## config.mk

```make
export PLATFORM = sky130hd
export DESIGN_NAME = latewr_buf
export DESIGN_NICKNAME = d
export VERILOG_FILES = /design/src/rtl/latewr_buf.sv
export SDC_FILE = /design/constraint.sdc
export NUM_CORES = 1
export LEC_CHECK = 0
export BUFFER_PORTS_ARGS = -buffer_cell sky130_fd_sc_hd__buf_2
export CORE_AREA = 2 2 202 204
export CTS_CLUSTER_SIZE = 40
export DETAILED_ROUTE_END_ITERATION = 6
export DIE_AREA = 0 0 204 206
export PLACE_DENSITY_LB_ADDON = 0.1
export SLEW_MARGIN = 25
export SYNTH_ARGS = -nofsm -noshare
export SYNTH_HDL_FRONTEND = slang
export SYNTH_SLANG_ARGS = --single-unit
```

## constraint.sdc

```tcl
create_clock -name clk -period 3.5 [get_ports clk]
set_clock_uncertainty 0.2 [all_clocks]
set_input_delay 0.35 -clock clk [delete_from_list [all_inputs] [get_ports clk]]
set_output_delay 0.35 -clock clk [all_outputs]
set_load 0.05 [all_outputs]
```

## src/rtl/latewr_buf.sv

```systemverilog
`timescale 1ns/1ps
module latewr_buf #(
  parameter int AW = 4,
  parameter int DW = 16
) (
  input  logic          clk,
  input  logic          rst_n,
  input  logic          cmd_valid,
  input  logic          cmd_write,
  input  logic [AW-1:0] cmd_addr,
  input  logic [DW-1:0] wr_data,
  output logic          rd_valid,
  output logic [DW-1:0] rd_data,
  output logic          arr_we,
  output logic [AW-1:0] arr_addr,
  output logic [DW-1:0] arr_wdata
);
  localparam int DEPTH = 1 << AW;

  logic [DW-1:0] mem [DEPTH];

  logic          wa_v;
  logic [AW-1:0] wa_addr;
  logic          pk_v;
  logic [AW-1:0] pk_addr;
  logic [DW-1:0] pk_data;
  logic          ra_v;
  logic [AW-1:0] ra_addr;
  logic          fwd_hit;
  logic [DW-1:0] rd_next;

  assign arr_we    = wa_v & pk_v;
  assign arr_addr  = pk_addr;
  assign arr_wdata = pk_data;

  assign fwd_hit = pk_v && (pk_addr == ra_addr);
  assign rd_next = fwd_hit ? pk_data : mem[ra_addr];

  always_ff @(posedge clk) begin
    if (arr_we) mem[arr_addr] <= arr_wdata;
  end

  always_ff @(posedge clk or negedge rst_n) begin
    if (!rst_n) begin
      wa_v     <= 1'b0;
      wa_addr  <= '0;
      pk_v     <= 1'b0;
      pk_addr  <= '0;
      pk_data  <= '0;
      ra_v     <= 1'b0;
      ra_addr  <= '0;
      rd_valid <= 1'b0;
      rd_data  <= '0;
    end else begin
      wa_v    <= cmd_valid & cmd_write;
      wa_addr <= cmd_addr;
      if (wa_v) begin
        pk_v    <= 1'b1;
        pk_addr <= wa_addr;
        pk_data <= wr_data;
      end
      ra_v     <= cmd_valid & ~cmd_write;
      ra_addr  <= cmd_addr;
      rd_valid <= ra_v;
      if (ra_v) rd_data <= rd_next;
    end
  end
endmodule

```

Yosys cells after proc, flatten, opt, wreduce, memory -nomap -nowiden
Memories as Yosys holds them, arrays and structs flattened. Cells that the tools add are included.

Equal/unequal tests: 1. Reductions and logical operators: 1. Bitwise operators: 4. Multiplexer cells: 3.

Operators with widths (count): 16-bit two-way mux (1); 4-bit == test (1); 1-bit AND (3); 1-bit two-way mux (2); 1-bit logical AND (1); 1-bit NOT (1).

Memories kept: 1. Memory bits (writable): 256. Input port bits: 24. Flip-flop bits (word level): 44. Output and inout bits: 38.

Memory list: mem (depth 16, bits a word 16, rd ports 1, clocked after memory_dff 0, write ports 1, line 20) `logic [DW-1:0] mem [DEPTH];`.

Longest topological paths before layout
Depth in word-level cells: 3. Gate-level depth with buffers: 7.

Worst setup path before layout
Ideal clock, no wire load.

Path kind: register to register. Start point: register pk_v. End point: memory mem[0][0], enable pin. Period minus slack after synthesis: 3.251 ns. Arrival: 2.641 ns. Library setup time: 0.409 ns. Slack: 0.249 ns. Buffers on the path: 1. Cell stages (with the launch flop): 5. Cells stage by stage: dfrtp_1 > and2_1 > clkbuf_1 > or3b_2 > nor3_1.

Cells in the longest elaborated chain, start to end: 3.

RTL lines: start, declared (line 24) `logic pk_v;`; start signal, assigned (line 47) `pk_v <= 1'b0;`; start signal, assigned (line 58) `pk_v <= 1'b1;`; 1-bit AND (line 32) `assign arr_we = wa_v & pk_v;`; via arr_we (line 14) `output logic arr_we,`; 1-bit two-way mux (line 40) `if (arr_we) mem[arr_addr] <= arr_wdata;`; 1-bit two-way mux (not written as such) (line 40); end, declared (line 20).

The timed path passes the listed nets, and every way through them passes these cells.

Final worst setup path
Start point: register ra_addr[0]. End point: register rd_data[8].

Cells in the longest elaborated chain, start to end: 3.

RTL lines: start, declared (line 28) `logic [AW-1:0] ra_addr;`; start signal, assigned (line 63) `ra_addr <= cmd_addr;`; branches (longest 2 deep; another with memory 16 x 16 bit); 16-bit two-way mux (*) (line 37) `assign rd_next = fwd_hit ? pk_data : mem[ra_addr];`; end signal, assigned (line 65) `if (ra_v) rd_data <= rd_next;`; end, declared (line 13) `output logic [DW-1:0] rd_data,`.

Mark *: on every way between the ends. A chain may end at the register's enable or synchronous reset.

==> flow_summary.json <==
{
  "io_pins": 62,
  "n_antenna_cell": 0,
  "synth-async-reset-ratio_pct": 14.7,
  "synthToLayoutAreaGrowth_pct": 20.2,
  "wl_per_cell_um": 25.2,
  "p_per_area_mw_per_mm2": 610,
  "min_period_over_period_pct": 75.0,
  "dpl.hpwl_um": 20000,
  "setup_violations": 0,
  "syn_nets": 646,
  "grt_pass1_wl_um": 47000,
  "tns_ns": 0,
  "antenna_found_initial": 1,
  "core-area_mm2": 0.0402,
  "hold_slack_ns": 0.263,
  "worst_pin_slew_ns": 0.893,
  "clock_latency_ns": 0.51,
  "drc_errors": 0,
  "drt_iter0_markers": 436,
  "finalCriticalPeriod_ns": 2.63,
  "synth_area_mm2": 0.0119,
  "final_common_cell": "edfxtp_1",
  "grt_pass1_vias": 6586,
  "ys_ff_latch": 300,
  "synthSimpleGateAreaFrac_pct": 2.95,
  "grt_max_degree": 38,
  "gr-usage-all-layers_pct": 15.8,
  "synth_ff_type": "edfxtp_1",
  "yosys.area.top_type_share_pct": 64.8,
  "firstDrtPassIters": 5,
  "status": "finished, final reports clean",
  "worst_setup_path_start_kind": "register",
  "synthTopCellsByArea": "edfxtp_1 (65%), dfrtp_1 (9.3%), mux4_1 (5.3%), mux4_2 (4.6%), mux2i_1 (2.7%)",
  "clock_path_buffers": 3,
  "clock-sinks": 300,
  "overflow": 0,
  "leakagePower_nw": 5.07,
  "root_buffer": "clkbuf_16",
  "rsz0062_at_grt": "false",
  "synth_top_family_by_area": "multiplexers",
  "slowest_delay_ns": 0.82,
  "avgSynthCellArea_um2": 19.1,
  "crit_start": "ra_addr[0]",
  "h-tree-depth": 2,
  "hp-class": "in2async",
  "vias": 6344,
  "synthAdderAreaFrac_pct": 0,
  "critical_path_class": "reg2reg",
  "critPathBufInv": 1,
  "cts_setup_buffers": 0,
  "die_h_um": 206,
  "path_max_fanout": 31,
  "synth-compound-area-share_pct": 4.82,
  "synthXorXnorAreaFrac_pct": 0.295,
  "netlist_instances": 622,
  "cts_tree": "built",
  "cp_data_arrival_time_ns": 2.80,
  "synth_seq_area_share_pct": 74.1,
  "place_congestion": 0.738,
  "slowest_stage": "dfrtp_4",
  "yosys_warnings": 0,
  "crit_chain": "buf_4 -> mux4_1 -> mux2_2 -> nand2_1 -> a31oi_1",
  "row_count": 74,
  "synth_edf_count": 256,
  "worstPathRequired_ns": 3.68,
  "initial_core_util_pct": 29.5,
  "drv_cap": 0,
  "vdd_ir_drop_max_v": 0.000326,
  "drive_gt1_share_pct": 28.3,
  "clk_pin_slew_worst_paths_ns": 0.06,
  "hold_violations": 0,
  "end_kind": "register",
  "muxShareOfSynthArea_pct": 14.5,
  "critPathTopFamily": "multiplexers",
  "slew_headroom_pct": 40.5,
  "ant_nets": 0,
  "io_buffers": 61,
  "cts_buffers": 36,
  "die_area_mm2": 0.0420,
  "totalWireLength_um": 32700,
  "synth_top_area_cell": "edfxtp_1",
  "viasPerCell": 4.90,
  "fin_util_pct": 35.5,
  "synth.distinct_cells": 34,
  "fmaxAchievable_mhz": 381,
  "r2r-start": "ra_addr[0]",
  "fin_nets": 762,
  "maxSlewViolCount": 0,
  "layout_common_cells": "edfxtp_1 (256), buf_2 (61), dfrtp_1 (42), clkbuf_16 (37), nand2_1 (33)",
  "die_w_um": 204
}
-- stage by stage --
step / instance area, um2 / worst slack (ns) / power, mW / cells
2_1_floorplan: 11900 / 0.249 / 4.87 / 622
3_3_place_gp: 12900 / 0.829 / 5.20 / 1208
3_5_place_dp: 12900 / 0.829 / 5.21 / 1208
4_1_cts: 14300 / 0.817 / 8.82 / 1296
5_1_grt: 14300 / 0.738 / 9.02 / 1296
6_report: 14300 / 0.874 / 8.69 / 1296
-- where the power goes --
group / internal, mW / switching [mW]
clock network: 2.13 / 1.42
registers: 4.09 / 0.204
logic: 0.264 / 0.589
total: 6.48 / 2.21
-- path summary, 6_finish.rpt --
kind                           endpoint  slack (ns)  cells past startpoint
hold reg to reg                    pk_v        0.32                      1
setup / recovery             rd_data[8]        0.87                      5
min in group clk             ra_addr[2]        0.30                      2
setup reg to reg             rd_data[8]        0.87                      5
hold / removal             arr_wdata[0]        0.26                      2
max in group asynchronous   rd_data[14]        2.10                      3
-- flip-flops by register name, summed over array words and instances (netlist names) --
register / flops
arr_addr: 4
rd_valid: 1
rd_data: 16
mem: 256
ra_addr: 4
pk_v: 1
wa_v: 1
ra_v: 1
arr_wdata: 16
-- layer usage --
layer,track usage (%),wire length (um),vias up
li1,-,-,2735
met2,26.2,15600,173
met5,0,0,-
met1,21.8,15200,3399
met3,2.92,1400,37
met4,3.29,463,0
-- timing repair --
| item | 4_1_cts | 5_1_grt |
|---|---|---|
| gates resized for setup | 0 | 0 |
| hold buffers | 24 | 0 |
| endpoints found under the hold margin | 49 | 0 |
-- layout make-up --
type | instances | area [um2]
clock buffer | 48 | 1030
clock inverter | 16 | 105
fill | 3831 | 25900
inverter | 16 | 60.1
multi-input combinational | 264 | 2720
sequential | 300 | 8800
tap | 532 | 666
timing repair buffer | 120 | 883
-- kinds of logic after synthesis --
kind of cell | after synthesis
buffers and inverters | 58
XOR/XNOR | 4
flip-flops | 300
multiplexers | 100
AO/OA/AOI/OAI | 81
AND/OR/NAND/NOR | 79
-- synth_stat cells (2+ instances only) --
library cell,number
mux4_1,24
o21ai_1,2
a31oi_1,16
edfxtp_1,256
nor2_1,28
a221oi_1,16
buf_2,9
xor2_1,3
mux4_2,24
nand2b_1,2
nand2_1,33
clkbuf_1,11
and2_1,4
nand3b_1,2
nor2b_1,2
clkbuf_8,9
buf_4,2
a41o_1,16
mux2_2,20
dfrtp_1,44
buf_6,8
nor3_1,4
inv_1,16
o21ai_0,30
mux2i_1,32
-- worst reg2reg max path, stage by stage, from the launching register on --
cell and delay [ns]:
dfrtp_4 0.82, buf_4 0.46, mux4_1 0.59, mux2_2 0.28
nand2_1 0.06, a31oi_1 0.08
Note: power is estimated with default switching activity, not from simulation.
